--- src/rtl/dtg_pkg.sv ---
package dtg_pkg;
    localparam int HALF      = 16;
    localparam int RUN_REQ   = 31;
    localparam int RUN_STAT  = 30;
    localparam logic [3:0] FMT_BGRX = 4'b0110;

    typedef struct packed {
        logic [31:0] tot;
        logic [31:0] blk;
        logic [31:0] syn;
    } axis_cfg_t;

    typedef struct packed {
        axis_cfg_t   h;
        axis_cfg_t   v;
        logic [31:0] src;
    } pipe_cfg_t;
endpackage

--- src/rtl/dtg_axis.sv ---
module dtg_axis
    import dtg_pkg::*;
#(
    parameter int CW = 16
) (
    input  logic          clk,
    input  logic          rst_n,
    input  logic          step,
    input  axis_cfg_t     cfg,
    input  logic [CW-1:0] src_last,
    output logic [CW-1:0] cnt,
    output logic          last,
    output logic          in_act,
    output logic          in_blk,
    output logic          in_syn
);
    logic [CW-1:0] tot_lo, tot_hi, blk_lo, blk_hi, syn_lo, syn_hi;
    logic [CW-1:0] cnt_d, cnt_q;

    assign tot_lo = cfg.tot[CW-1:0];
    assign tot_hi = cfg.tot[HALF+CW-1:HALF];
    assign blk_lo = cfg.blk[CW-1:0];
    assign blk_hi = cfg.blk[HALF+CW-1:HALF];
    assign syn_lo = cfg.syn[CW-1:0];
    assign syn_hi = cfg.syn[HALF+CW-1:HALF];

    assign last   = (cnt_q >= tot_hi);
    assign in_act = (cnt_q <= tot_lo) && (cnt_q <= src_last);
    assign in_blk = (cnt_q > blk_lo) && (cnt_q <= blk_hi);
    assign in_syn = (cnt_q > syn_lo) && (cnt_q <= syn_hi);
    assign cnt    = cnt_q;

    always_comb begin
        cnt_d = cnt_q;
        if (step) cnt_d = last ? '0 : cnt_q + 1'b1;
    end

    always_ff @(posedge clk or negedge rst_n) begin
        if (!rst_n) cnt_q <= '0;
        else        cnt_q <= cnt_d;
    end


    cnt_range_chk: assert property (@(posedge clk) disable iff (!rst_n)
        cnt_q <= tot_hi);

    cnt_hold_chk: assert property (@(posedge clk) disable iff (!rst_n)
        !step |=> $stable(cnt_q));
endmodule

--- src/rtl/dtg_plane.sv ---
module dtg_plane
    import dtg_pkg::*;
#(
    parameter int AW = 32,
    parameter int SW = 16,
    parameter int CW = 16
) (
    input  logic [CW-1:0] y,
    input  logic [AW-1:0] base,
    input  logic [AW-1:0] offset,
    input  logic [SW-1:0] stride,
    input  logic [31:0]   ctl,
    output logic [AW-1:0] addr,
    output logic          on
);
    localparam int ALIGN = 6;
    logic unused_ctl_bits;

    assign unused_ctl_bits = ^{ctl[30], ctl[25:0]};

    always_comb begin
        addr = base + offset + AW'(y) * AW'(stride);
        on   = ctl[31] && (ctl[29:26] == FMT_BGRX) && (stride[ALIGN-1:0] == '0);
    end
endmodule

--- src/rtl/disp_timing_gen.sv ---
module disp_timing_gen
    import dtg_pkg::*;
#(
    parameter int CW = 16,
    parameter int AW = 32,
    parameter int SW = 16
) (
    input  logic          clk,
    input  logic          rst_n,
    input  logic [31:0]   pipe_ctl,
    output logic [31:0]   pipe_state,
    input  logic [31:0]   htot_w,
    input  logic [31:0]   hblk_w,
    input  logic [31:0]   hsyn_w,
    input  logic [31:0]   vtot_w,
    input  logic [31:0]   vblk_w,
    input  logic [31:0]   vsyn_w,
    input  logic [31:0]   src_w,
    input  logic [AW-1:0] surf_base,
    input  logic [AW-1:0] lin_off,
    input  logic [SW-1:0] stride,
    input  logic [31:0]   plane_ctl,
    output logic          hsync,
    output logic          vsync,
    output logic          blank,
    output logic          de,
    output logic [CW-1:0] x_pos,
    output logic [CW-1:0] y_pos,
    output logic [AW-1:0] line_addr,
    output logic          plane_on
);
    typedef struct packed {
        logic      run;
        pipe_cfg_t cfg;
    } state_t;

    state_t st_d, st_q;
    logic   req;
    logic   h_last, h_act, h_blk, h_syn;
    logic   v_last, v_act, v_blk, v_syn;

    assign req = pipe_ctl[RUN_REQ];

    dtg_axis #(.CW(CW)) u_h (
        .clk(clk), .rst_n(rst_n), .step(st_q.run), .cfg(st_q.cfg.h),
        .src_last(st_q.cfg.src[HALF+CW-1:HALF]), .cnt(x_pos),
        .last(h_last), .in_act(h_act), .in_blk(h_blk), .in_syn(h_syn)
    );

    dtg_axis #(.CW(CW)) u_v (
        .clk(clk), .rst_n(rst_n), .step(st_q.run && h_last), .cfg(st_q.cfg.v),
        .src_last(st_q.cfg.src[CW-1:0]), .cnt(y_pos),
        .last(v_last), .in_act(v_act), .in_blk(v_blk), .in_syn(v_syn)
    );

    dtg_plane #(.AW(AW), .SW(SW), .CW(CW)) u_plane (
        .y(y_pos), .base(surf_base), .offset(lin_off), .stride(stride),
        .ctl(plane_ctl), .addr(line_addr), .on(plane_on)
    );

    always_comb begin
        st_d = st_q;
        if (!req && !st_q.run) begin
            st_d.cfg.h   = '{tot: htot_w, blk: hblk_w, syn: hsyn_w};
            st_d.cfg.v   = '{tot: vtot_w, blk: vblk_w, syn: vsyn_w};
            st_d.cfg.src = src_w;
        end
        if (!st_q.run && req)
            st_d.run = 1'b1;
        else if (st_q.run && !req && h_last && v_last)
            st_d.run = 1'b0;
    end

    always_ff @(posedge clk or negedge rst_n) begin
        if (!rst_n) st_q <= '0;
        else        st_q <= st_d;
    end

    always_comb begin
        pipe_state           = pipe_ctl;
        pipe_state[RUN_STAT] = st_q.run;
        hsync = st_q.run && h_syn;
        vsync = st_q.run && v_syn;
        blank = !st_q.run || h_blk || v_blk;
        de    = st_q.run && !h_blk && !v_blk && h_act && v_act;
    end


    start_origin_chk: assert property (@(posedge clk) disable iff (!rst_n)
        $rose(st_q.run) |-> (x_pos == '0) && (y_pos == '0));

    stop_frame_end_chk: assert property (@(posedge clk) disable iff (!rst_n)
        $fell(st_q.run) |-> (x_pos == '0) && (y_pos == '0) && $past(!req));

    cfg_frozen_chk: assert property (@(posedge clk) disable iff (!rst_n)
        st_q.run |-> $stable(st_q.cfg));

    idle_quiet_chk: assert property (@(posedge clk) disable iff (!rst_n)
        !pipe_state[RUN_STAT] |-> blank && !hsync && !vsync && !de);
endmodule

--- config.mk ---
export PLATFORM = sky130hd
export DESIGN_NAME = disp_timing_gen
export DESIGN_NICKNAME = d
export VERILOG_FILES = /design/src/rtl/dtg_pkg.sv /design/src/rtl/dtg_axis.sv /design/src/rtl/dtg_plane.sv /design/src/rtl/disp_timing_gen.sv
export SDC_FILE = /design/constraint.sdc
export NUM_CORES = 1
export LEC_CHECK = 0
export ABC_CLOCK_PERIOD_IN_PS = 8200
export BUFFER_PORTS_ARGS = -buffer_cell sky130_fd_sc_hd__buf_4
export CELL_PAD_IN_SITES_DETAIL_PLACEMENT = 1
export CELL_PAD_IN_SITES_GLOBAL_PLACEMENT = 2
export CORE_ASPECT_RATIO = 0.5
export CORE_UTILIZATION = 36
export CTS_BUF_LIST = sky130_fd_sc_hd__clkbuf_8
export CTS_CLUSTER_SIZE = 8
export DETAILED_ROUTE_END_ITERATION = 10
export PLACE_DENSITY = 0.93
export SYNTH_ARGS = -nofsm -noshare
export SYNTH_HDL_FRONTEND = slang
export SYNTH_SLANG_ARGS = --single-unit
--- constraint.sdc ---
create_clock -name clk -period 8.2 [get_ports clk]
set_input_delay 0 -clock clk [delete_from_list [all_inputs] [get_ports clk]]
set_output_delay 0 -clock clk [all_outputs]
set_load 0.05 [all_outputs]
==> metrics.txt, run 1 <==
post-synthesis register bit count 257; worst hold start pipe_ctl[6]; CP Launch Point u_v.cnt[8]; static leakage 17.41 nW; PD cells 120.2 mW/mm^2; core area 0.06985 mm^2; WS Path Type flop to output port; Seq/Total Area, Yosys 24.98%; area leader, netlist dfrtp_1; Tcrit/Tclk final 92.50%; Vias 22370; max-cap viol count 0; Min Hold Slack 0.01930 ps; status completed; Total Neg Setup Slack 0 ps; fmax 131.8 MHz; number of top-level pins 471; vias in the first global route 25780; top cell type's share of synthesized area 24.98%; commonest non-fill, non-tap cell in the layout inv_1; commonest cells after routing, fill and taps aside inv_1 (604), buf_4 (410), nand2_1 (380); largest cells by area after synthesis dfrtp_1 (25%), fa_1 (20%), ha_1 (17%), inv_1 (8.5%), nand2_1 (5.5%); Worst EP arrival 7580 ps; most frequent CP cell fa_1; initial drt markers 1077; fin crit period 7585 ps; Rel. slew slack 25.40%; DRC errors left 0; Crit Reg-Reg Startpoint u_h.cnt[10]; Worst-Margin Slew 1119 ps; synth unique cells 68; Area Growth Syn to Fin 27.11%; Synth Warn # 0; initial core utilization 36.85%; Worst-path clk slew 60 ps; Final GP Congestion 0.8131; Cell Rows 68; RSZ-0062 raised after global routing no; global-route wire length before repair 141100 um; initial antenna violation count 8; largest net degree at the start of global routing 239; post-route ant nets 0; number of synthesized flops with an enable pin 0; DR vias/cell 5.059; Synth Flop Type dfrtp_1; crit-path cells nand2_1 > fa_1 > fa_1 > fa_1 > fa_1 > inv_1 > fa_1 > inv_1 > fa_1 > inv_1 > ha_1 > o211ai_1 > a21oi_1 > o21ai_1 > a211oi_1 > o21ai_1 > a21boi_1 > a221oi_1 > xnor2_1 > buf_4; DRT Pass-1 Iters 6; dpl hpwl 62350 um; Mapped Cells 2878; Worst Skew 74.18 ps; Die Span Y 191.1 um; Worst Path Required 8200 ps; worst vdd ir 0.1015 mV; final setup vio count 0; Synth async-reset ratio 100.0%; Synth Area per Inst 8.945 um^2; PortBufs 382; Worst-Skew Late Latency 670 ps; CTS Root Cell clkbuf_8; DR WL/cell 20.18 um; final hold vios 0; Hold Crit Class input port to output port; Max Slew Vio Count 0; die width 380.2 um; Buf+Inv Stages, Crit Path 4; Clock Sinks 257; max incr delay on CP 930 ps; Syn Std Cell Area 0.02574 mm^2; Post-Syn Nets 3846; reg-to-reg setup timing slack 4770 ps; Max clock buf depth 3; post_cts resized 0; Startpoint Class flop; Die ar. 0.07265 mm^2; Detailed Route WL 89250 um; # H-tree levels 2; Overflow after GRT 0; Layout Nets 4403; delay-heaviest family, CP adder cells; CTS tree built; All-Layer GR Usage 24.91%; Crit. End Element output port; slowest stage cell on the critical path dfrtp_1; share of cells above drive strength 1 14.62%; CP Max Fanout 22; Pwr Total 0.003932 W; number of CTS-inserted buffers 48
## cells in the mapped netlist, types with 17 or more instances
| library cell | n |
|---|---|
| ha_1 | 345 |
| nand4_1 | 52 |
| and2_1 | 131 |
| nor2b_1 | 24 |
| dfrtp_1 | 257 |
| nor2_1 | 59 |
| xnor2_1 | 33 |
| o21ai_0 | 254 |
| clkbuf_1 | 96 |
| nand3_1 | 29 |
| nand2b_1 | 17 |
| a21o_1 | 55 |
| fa_1 | 253 |
| and3_1 | 22 |
| buf_4 | 32 |
| a21oi_1 | 79 |
| inv_1 | 586 |
| nand2_1 | 380 |
## worst reg2reg max path: cells and delay by family (launching register included)
family	cells	cell delay [ps]
AOI/OAI and AO/OA	4	1460
DFF	1	850
adders and majority gates	1	380
and+or+nand+nor	4	600
## registers in the layout, indices dropped and copies added (netlist names)
signal,cells
u_h.cnt,16
st_q,224
pipe_state,1
u_v.cnt,16
## logic make-up (layout without fill, tap and decap cells)
logic type / Yosys count / in the layout / synth area share (%)
buffers and inverters: 720 / 1311 / 11.00
AND/OR/NAND/NOR: 747 / 747 / 13.81
other: 0 / 8 / 0
AO/OA/AOI/OAI: 492 / 492 / 11.44
XOR/XNOR: 46 / 46 / 1.565
multiplexers: 18 / 18 / 0.7679
adder cells (fa/ha/maj): 598 / 598 / 36.44
flip-flops: 257 / 257 / 24.98
## what timing repair did
action / 4_1_cts / 5_1_grt
setup buffers: 0 / 0
hold endpoints to repair: 310 / 0
hold buffers: 228 / 0
## layer usage
layer / global-route usage (%) / wire length [um]
met5: 0 / 0
met4: 12.41 / 4344
met3: 2.988 / 2819
met2: 46.53 / 46710
met1: 28.19 / 35370
## cell type report
type / instances / area [um^2]
clock buffer: 58 / 798.3
antenna: 8 / 20.02
sequential: 257 / 6431
inverter: 586 / 2200
multi-input combinational: 1901 / 16490
tap: 945 / 1182
clock inverter: 26 / 170.2
timing repair buffer: 641 / 5433
fill: 8100 / 37130
## per-stage QoR
stage                     setup WS, ps  cells  utilization (%)  instance area, um^2
after floorplan                   1323   2878                -                25740
after global placement            1391   4102            42.14                29430
after detailed placement          1295   4102            42.14                29430
after CTS                        576.4   4414            46.82                32700
after global routing             220.3   4421            46.84                32720
final                            615.1   4422            46.85                32720
## final timing paths
kind,end,cells past startpoint
max in group asynchronous,st_q[180],4
hold / removal,pipe_state[6],0
hold reg to reg,st_q[0],1
setup reg to reg,u_v.cnt[13],9
min in group asynchronous,st_q[106],4
setup / recovery,line_addr[31],20
## power breakdown
group | switching, W | leakage, nW | internal, W
clock network | 0.000636 | 0.564 | 0.000702
registers | 0.0000345 | 2.93 | 0.00134
logic | 0.000721 | 13.9 | 0.000497
No activity file was read; power rests on OpenSTA's default activity.
==> run 2, diff against run 1 <==
Settings changed: ABC_AREA from default to 1, CORE_UTILIZATION 36 to 34, PLACE_DENSITY 0.93 to 0.92.
==> run 2 against run 1 <==
Sequential power increased by 12%; clock skew decreased by 34 ps; synthesized cell count increased by 18%; largest power group is now combinational cells; highest routed layer unchanged.
==> metrics.txt, run 2 <==
Synth Area per Inst 7.880 um^2 (-12%); number of CTS-inserted buffers 48 (unchanged); post-synthesis simple-gate area fraction 16.34% (+2.5 points); DR WL/cell 18.93 um (-6.2%); RSZ-0062 raised after global routing no; post-synthesis mux area share 0% (-0.77 points); Int Pwr 0.002939 W (+16%); initial antenna violation count 16 (+8); Hold Crit Class input port to output port; Worst Path Required 8200 ps (about the same); max incr delay on CP 820 ps (-110 ps); static leakage 18.71 nW (+7.5%); Rel. slew slack 26.69% (+1.3 points); final core utilization 43.48% (-3.4 points); vias in the first global route 27610 (+7.1%); switching share of power 41.35% (+6.0 points); largest net degree at the start of global routing 239 (unchanged); worst vdd ir 0.1770 mV (+74%); slowest stage cell on the critical path dfrtp_1; Max clock buf depth 3 (unchanged); PortBufs 382 (unchanged); Overflow after GRT 0 (unchanged); Max Slew Vio Count 0 (unchanged); fin crit period 7140 ps (-444.9 ps); fillers 9496 (+17%); Synth Warn # 0 (unchanged); DR vias/cell 4.850 (-4.1%); core area 0.07765 mm^2 (+11%); Crit. End Element output port; largest cells by area after synthesis dfrtp_1 (24%), fa_1 (19%), ha_1 (16%), nand2_1 (12%), inv_1 (11%); Clock Sinks 257 (unchanged); synth unique cells 43 (-37%); Psw 0.002072 W (+49%); sequential power share 30.7% (-4.3 points); CP Max Fanout 21 (-4.5%); Detailed Route WL 95200 um (+6.7%); Hold Path Depth 0 (unchanged); Total Neg Setup Slack 0 ps (unchanged); Compound-Gate Fraction of Synth Area 9.052% (-2.4 points); Layout Nets 4908 (+11%); hold_buf cts 228 (unchanged); Seq/Total Area, Yosys 24.00% (-0.99 points); fmax 140.1 MHz (+6.2%); XOR/XNOR share of the synthesized area 1.405% (-0.16 points); dpl hpwl 67230 um (+7.8%); Worst-Margin Slew 1100 ps (-19.38 ps); Syn Std Cell Area 0.02680 mm^2 (+4.1%); r2r worst-path depth 9 (unchanged); clock share of power 26.5% (-7.5 points); Vias 24390 (+9.0%); post-route ant nets 0 (unchanged); Startpoint Class flop; Die ar. 0.08002 mm^2 (+10%); Worst-Skew Late Latency 620 ps (-50 ps); Final GP Congestion 0.8447 (+3.9%); Post-Syn Nets 4369 (+14%); max-cap viol count 0 (unchanged); Die Span Y 200.5 um (+4.9%); Worst EP arrival 7140 ps (-440 ps); Tcrit/Tclk final 87.07% (-5.4 points); global-route wire length before repair 150700 um (+6.9%); Synth Flop Type dfrtp_1; initial core utilization 34.51% (-2.3 points); # H-tree levels 2 (unchanged); number of top-level pins 471 (unchanged); Commonest cells post-synth nand2_1 (833), inv_1 (799), ha_1 (345); die width 399.1 um (+5.0%); final setup vio count 0 (unchanged); CTS tree built; Worst-path clk slew 60 ps (about the same); WS Path Type flop to output port; # Post-CTS Setup Buffers 0 (unchanged); status completed; CTS Root Cell clkbuf_8; Mapped Cells 3401 (+18%); max reg flops 224 (unchanged); post-synthesis register bit count 257 (unchanged); DRC errors left 0 (unchanged); top cell type's share of synthesized area 24.00% (-0.99 points); PD cells 148.4 mW/mm^2 (+24%); crit-path cells buf_4 > nand2_1 > fa_1 > fa_1 > fa_1 > inv_1 > fa_1 > fa_1 > inv_1 > fa_1 > inv_1 > ha_1 > nand2_1 > nor2_1 > and3_1 > nor2_1 > o21ai_0 > xor2_1 > buf_4; area leader, netlist dfrtp_1; most frequent CP cell fa_1; commonest cells after routing, fill and taps aside nand2_1 (833), inv_1 (815), buf_4 (412); number of synthesized flops with an enable pin 0 (unchanged); reg-to-reg setup timing slack 4790 ps (+20 ps); commonest non-fill, non-tap cell in the layout nand2_1; share of cells above drive strength 1 12.76% (-1.9 points); initial drt markers 1029 (-4.5%); Cell Rows 72 (+5.9%); final hold vios 0 (unchanged); most common cell in the netlist nand2_1; Worst Skew 40.54 ps (-33.64 ps); Biggest register st_q; All-Layer GR Usage 24.00% (-0.91 points); Gate power share 42.8% (+12 points); Synth async-reset ratio 100.0% (unchanged); Synth Area in Adders 35.00% (-1.4 points); DRT Pass-1 Iters 5 (-1); post_cts resized 0 (unchanged); Area Growth Syn to Fin 25.99%; largest family of logic cells by synthesized area adder cells
## run 2: changes by cell type in the layout (fill, tap and decap cells not counted), moves of 18 or more
cell and change:
xnor2_1 -21, nor2_1 +52, and2_1 -131, and3_1 -20, a21oi_1 +64, nand3_1 +22
inv_1 +211, nand2_1 +453, a21o_1 -51, xor2_1 +18, nor2b_1 -23
## run 2: final timing paths
path                              start             end
max in group asynchronous         rst_n        st_q[12]
max reg2reg                  u_v.cnt[8]  pipe_state[30]
min                        pipe_ctl[20]  pipe_state[20]
min in group asynchronous         rst_n       st_q[203]
max                         u_v.cnt[11]   line_addr[23]
min reg2reg                   st_q[128]       st_q[128]
## run 2: cells by family after synthesis
kind of cell | Yosys count
AOI/OAI and AO/OA | 465
xor gates and xnor gates | 43
and+or+nand+nor | 1085
buffers and inverters | 953
DFF | 257
adders and majority gates | 598
## run 2: layer usage
metal,track usage [%],part of all wire [%]
met1,28.67,41
met2,43.95,52
met3,2.614,3.0
met4,9.188,3.9
met5,0,0
## run 2: layout make-up
cell class / count / area, um^2 / share of cell area, %
clock buffer: 63 / 867.1 / 2.568
tap: 1036 / 1296 / 3.839
sequential: 257 / 6431 / 19.05
timing repair buffer: 642 / 5428 / 16.08
multi-input combinational: 2191 / 16570 / 49.07
clock inverter: 21 / 125.1 / 0.3706
antenna: 18 / 45.04 / 0.1334
inverter: 800 / 3003 / 8.893
## run 2: through the flow
step           instance area [um^2]  power (W)  setup WS [ps]  std cells  hold slack [ps]
6_report                      33760   0.005011           1060       5028          0.01931
5_1_grt                       33760   0.005364          684.9       5026          0.08462
4_1_cts                       33720   0.005035           1065       5010           0.3409
3_5_place_dp                  30430   0.003581           1773       4698           0.3409
3_3_place_gp                  30430   0.003498           1856       4698           0.3409
2_1_floorplan                 26800   0.002880           1740       3401           -295.6
## run 2: critical path, delay by kind of cell (launching register included)
family / cells / cell delay (ps)
fa+ha+maj: 7 / 3470
buf+inv: 5 / 870
simple gates: 5 / 850
flops: 1 / 820
xor+xnor: 1 / 260
compound gates: 1 / 240
## run 2: power groups by stage
stage	registers, W	clock network, W	logic [W]
global placement	0.00155	0	0.00195
finish	0.00154	0.00133	0.00214
global route	0.00156	0.00142	0.00239
detailed placement	0.00156	0	0.00202
floorplan	0.00160	0	0.00128
CTS	0.00154	0.00136	0.00214
==> run 3, diff against run 2 <==
Settings changed: ABC_CLOCK_PERIOD_IN_PS 8200 to 7000.
Clock period 8.2 ns to 7 ns, I/O delays scaled along.
==> run 3 against run 2 <==
Wire length is 0.63% higher; first-iteration DRC count rose by 16%; utilization down 0.092 points; die area unchanged; register-to-register slack worse by 1100 ps; critical endpoint is now line_addr[28]; largest cell class unchanged.
==> metrics.txt, run 3 (synthesis gave the netlist of run 2 again) <==
status completed; Total Neg Setup Slack 0 ps (unchanged); CTS tree built; Startpoint Class flop; Die Span Y 200.5 um (unchanged); All-Layer GR Usage 24.12% (+0.12 points); largest net degree at the start of global routing 215 (-10%); Cell Rows 72 (unchanged); crit-path cells nand2_1 > fa_1 > inv_1 > fa_1 > fa_1 > fa_1 > fa_1 > inv_1 > fa_1 > inv_1 > ha_1 > nand2_1 > nor2_1 > nand2_1 > nor4_1 > nand2_1 > nand2_1 > nand2_1 > nand2_1 > buf_4; Final GP Congestion 0.8668 (+2.6%); RSZ-0062 raised after global routing no; CP Max Fanout 19 (-9.5%); final hold vios 0 (unchanged); worst vdd ir 0.1844 mV (+4.2%); Max clock buf depth 3 (unchanged); dpl hpwl 67940 um (+1.1%); initial antenna violation count 22 (+6); initial drt markers 1193 (+16%); clock share of power 25.7% (-0.8 points); Tcrit/Tclk final 95.22%; Max Slew Vio Count 0 (unchanged); number of top-level pins 471 (unchanged); PD cells 172.5 mW/mm^2 (+16%); share of cells above drive strength 1 12.80% (+0.044 points); Vias 24590 (+0.84%); fmax 150.0 MHz; Worst Skew 36.27 ps (-4.270 ps); delay-heaviest family, CP adder cells; switching share of power 41.80% (+0.45 points); Area Growth Syn to Fin 25.72%; Psw 0.002429 W (+17%); Crit. End Element output port; global-route wire length before repair 151600 um (+0.59%); max reg flops 224 (unchanged); static leakage 18.66 nW (-0.29%); Overflow after GRT 0 (unchanged); sequential power share 31.0% (+0.3 points); Biggest register st_q; Die ar. 0.08002 mm^2 (unchanged); Min Hold Slack 0.02197 ps (+0.002668 ps); met3 Usage GRT 2.646% (+0.032 points); Worst-Margin Slew 1287 ps (+187.1 ps); layer with the highest usage met2; Buf+Inv Stages, Crit Path 4 (-1); fin crit period 6665 ps; core area 0.07765 mm^2 (unchanged); met1 usage 28.45% (-0.22 points); most frequent CP cell nand2_1; CTS Root Cell clkbuf_8; Worst EP arrival 6670 ps (-470 ps); final setup vio count 0 (unchanged); PortBufs 382 (unchanged); die width 399.1 um (unchanged); commonest non-fill, non-tap cell in the layout nand2_1; Hold Crit Class input port to output port; met2 GRT Util 44.23% (+0.28 points); Clock Sinks 257 (unchanged); Gate power share 43.3% (+0.5 points); Detailed Route WL 95810 um (+0.63%); slowest stage cell on the critical path dfrtp_1; # Post-CTS Setup Buffers 0 (unchanged); max incr delay on CP 900 ps (+80 ps); Layout Nets 4905 (-0.061%); number of CTS-inserted buffers 48 (unchanged); Int Pwr 0.003382 W (+15%); Worst-Skew Late Latency 630 ps (about the same); DRT Pass-1 Iters 5 (unchanged); initial core utilization 34.51% (unchanged); vias in the first global route 28190 (+2.1%); # H-tree levels 2 (unchanged); Worst-path clk slew 60 ps (about the same); Rel. slew slack 14.22% (-12 points); post-route ant nets 0 (unchanged); max-cap viol count 0 (unchanged); DR vias/cell 4.891 (+0.84%); commonest cells after routing, fill and taps aside nand2_1 (833), inv_1 (818), buf_4 (410); WS Path Type flop to output port; DR WL/cell 19.05 um (+0.63%); Worst Path Required 7000 ps (-1200 ps); DRC errors left 0 (unchanged)
==> run 3: power groups by stage <==
stage | Sequential, W | Clock, W | Combinational (W)
after global placement | 0.00181 | 0 | 0.00229
after floorplan | 0.00187 | 0 | 0.00150
after detailed placement | 0.00182 | 0 | 0.00238
final | 0.00180 | 0.00150 | 0.00251
after CTS | 0.00180 | 0.00153 | 0.00251
after global routing | 0.00182 | 0.00160 | 0.00282
==> run 3: cell type report <==
type                            instances  area (um^2)
Antenna cell                           24        60.06
Clock buffer                           58        798.3
Clock inverter                         23        128.9
Fill cell                            9438        43960
Inverter                              800         3003
Multi-Input combinational cell       2191        16570
Sequential cell                       257         6442
Tap cell                             1036         1296
Timing Repair Buffer                  639         5395
==> run 3: layer usage <==
metal / up-vias / part of all wire (%)
li1: 11420 / -
met1: 12350 / 40
met2: 551 / 52
met3: 268 / 3.4
met4: 0 / 4.2
met5: - / 0
==> run 3: final timing paths <==
check | startpoint | to | slack, ps | depth (start not counted)
worst max-delay path | u_v.cnt[15] | line_addr[28] | 330 | 20
worst min-delay path | pipe_ctl[20] | pipe_state[20] | 0.02 | 0
worst min register to register | st_q[208] | st_q[208] | 480 | 2
worst max register to register | u_v.cnt[15] | pipe_state[30] | 3690 | 9
max in group asynchronous | rst_n | st_q[42] | 5530 | 3
min in group asynchronous | rst_n | st_q[200] | 30 | 2
==> run 3: repair_timing <==
action                                 in CTS  in global routing
setup endpoints to repair                   0                 15
endpoints found under the hold margin     335                  0
hold buffers                              226                  0
resized for setup                           0                 10
==> run 3: per-stage QoR <==
step | util [%] | setup slack, ps | instances | total power (W) | area (um^2)
after global placement | 39.19 | 724.2 | 4697 | 0.004103 | 30430
after CTS | 43.30 | 14.01 | 5004 | 0.005842 | 33620
after floorplan | - | 539.8 | 3401 | 0.003374 | 26800
after global routing | 43.38 | 26.05 | 5026 | 0.006238 | 33690
final | 43.39 | 334.6 | 5028 | 0.005812 | 33690
after detailed placement | 39.19 | 728.7 | 4697 | 0.004203 | 30430
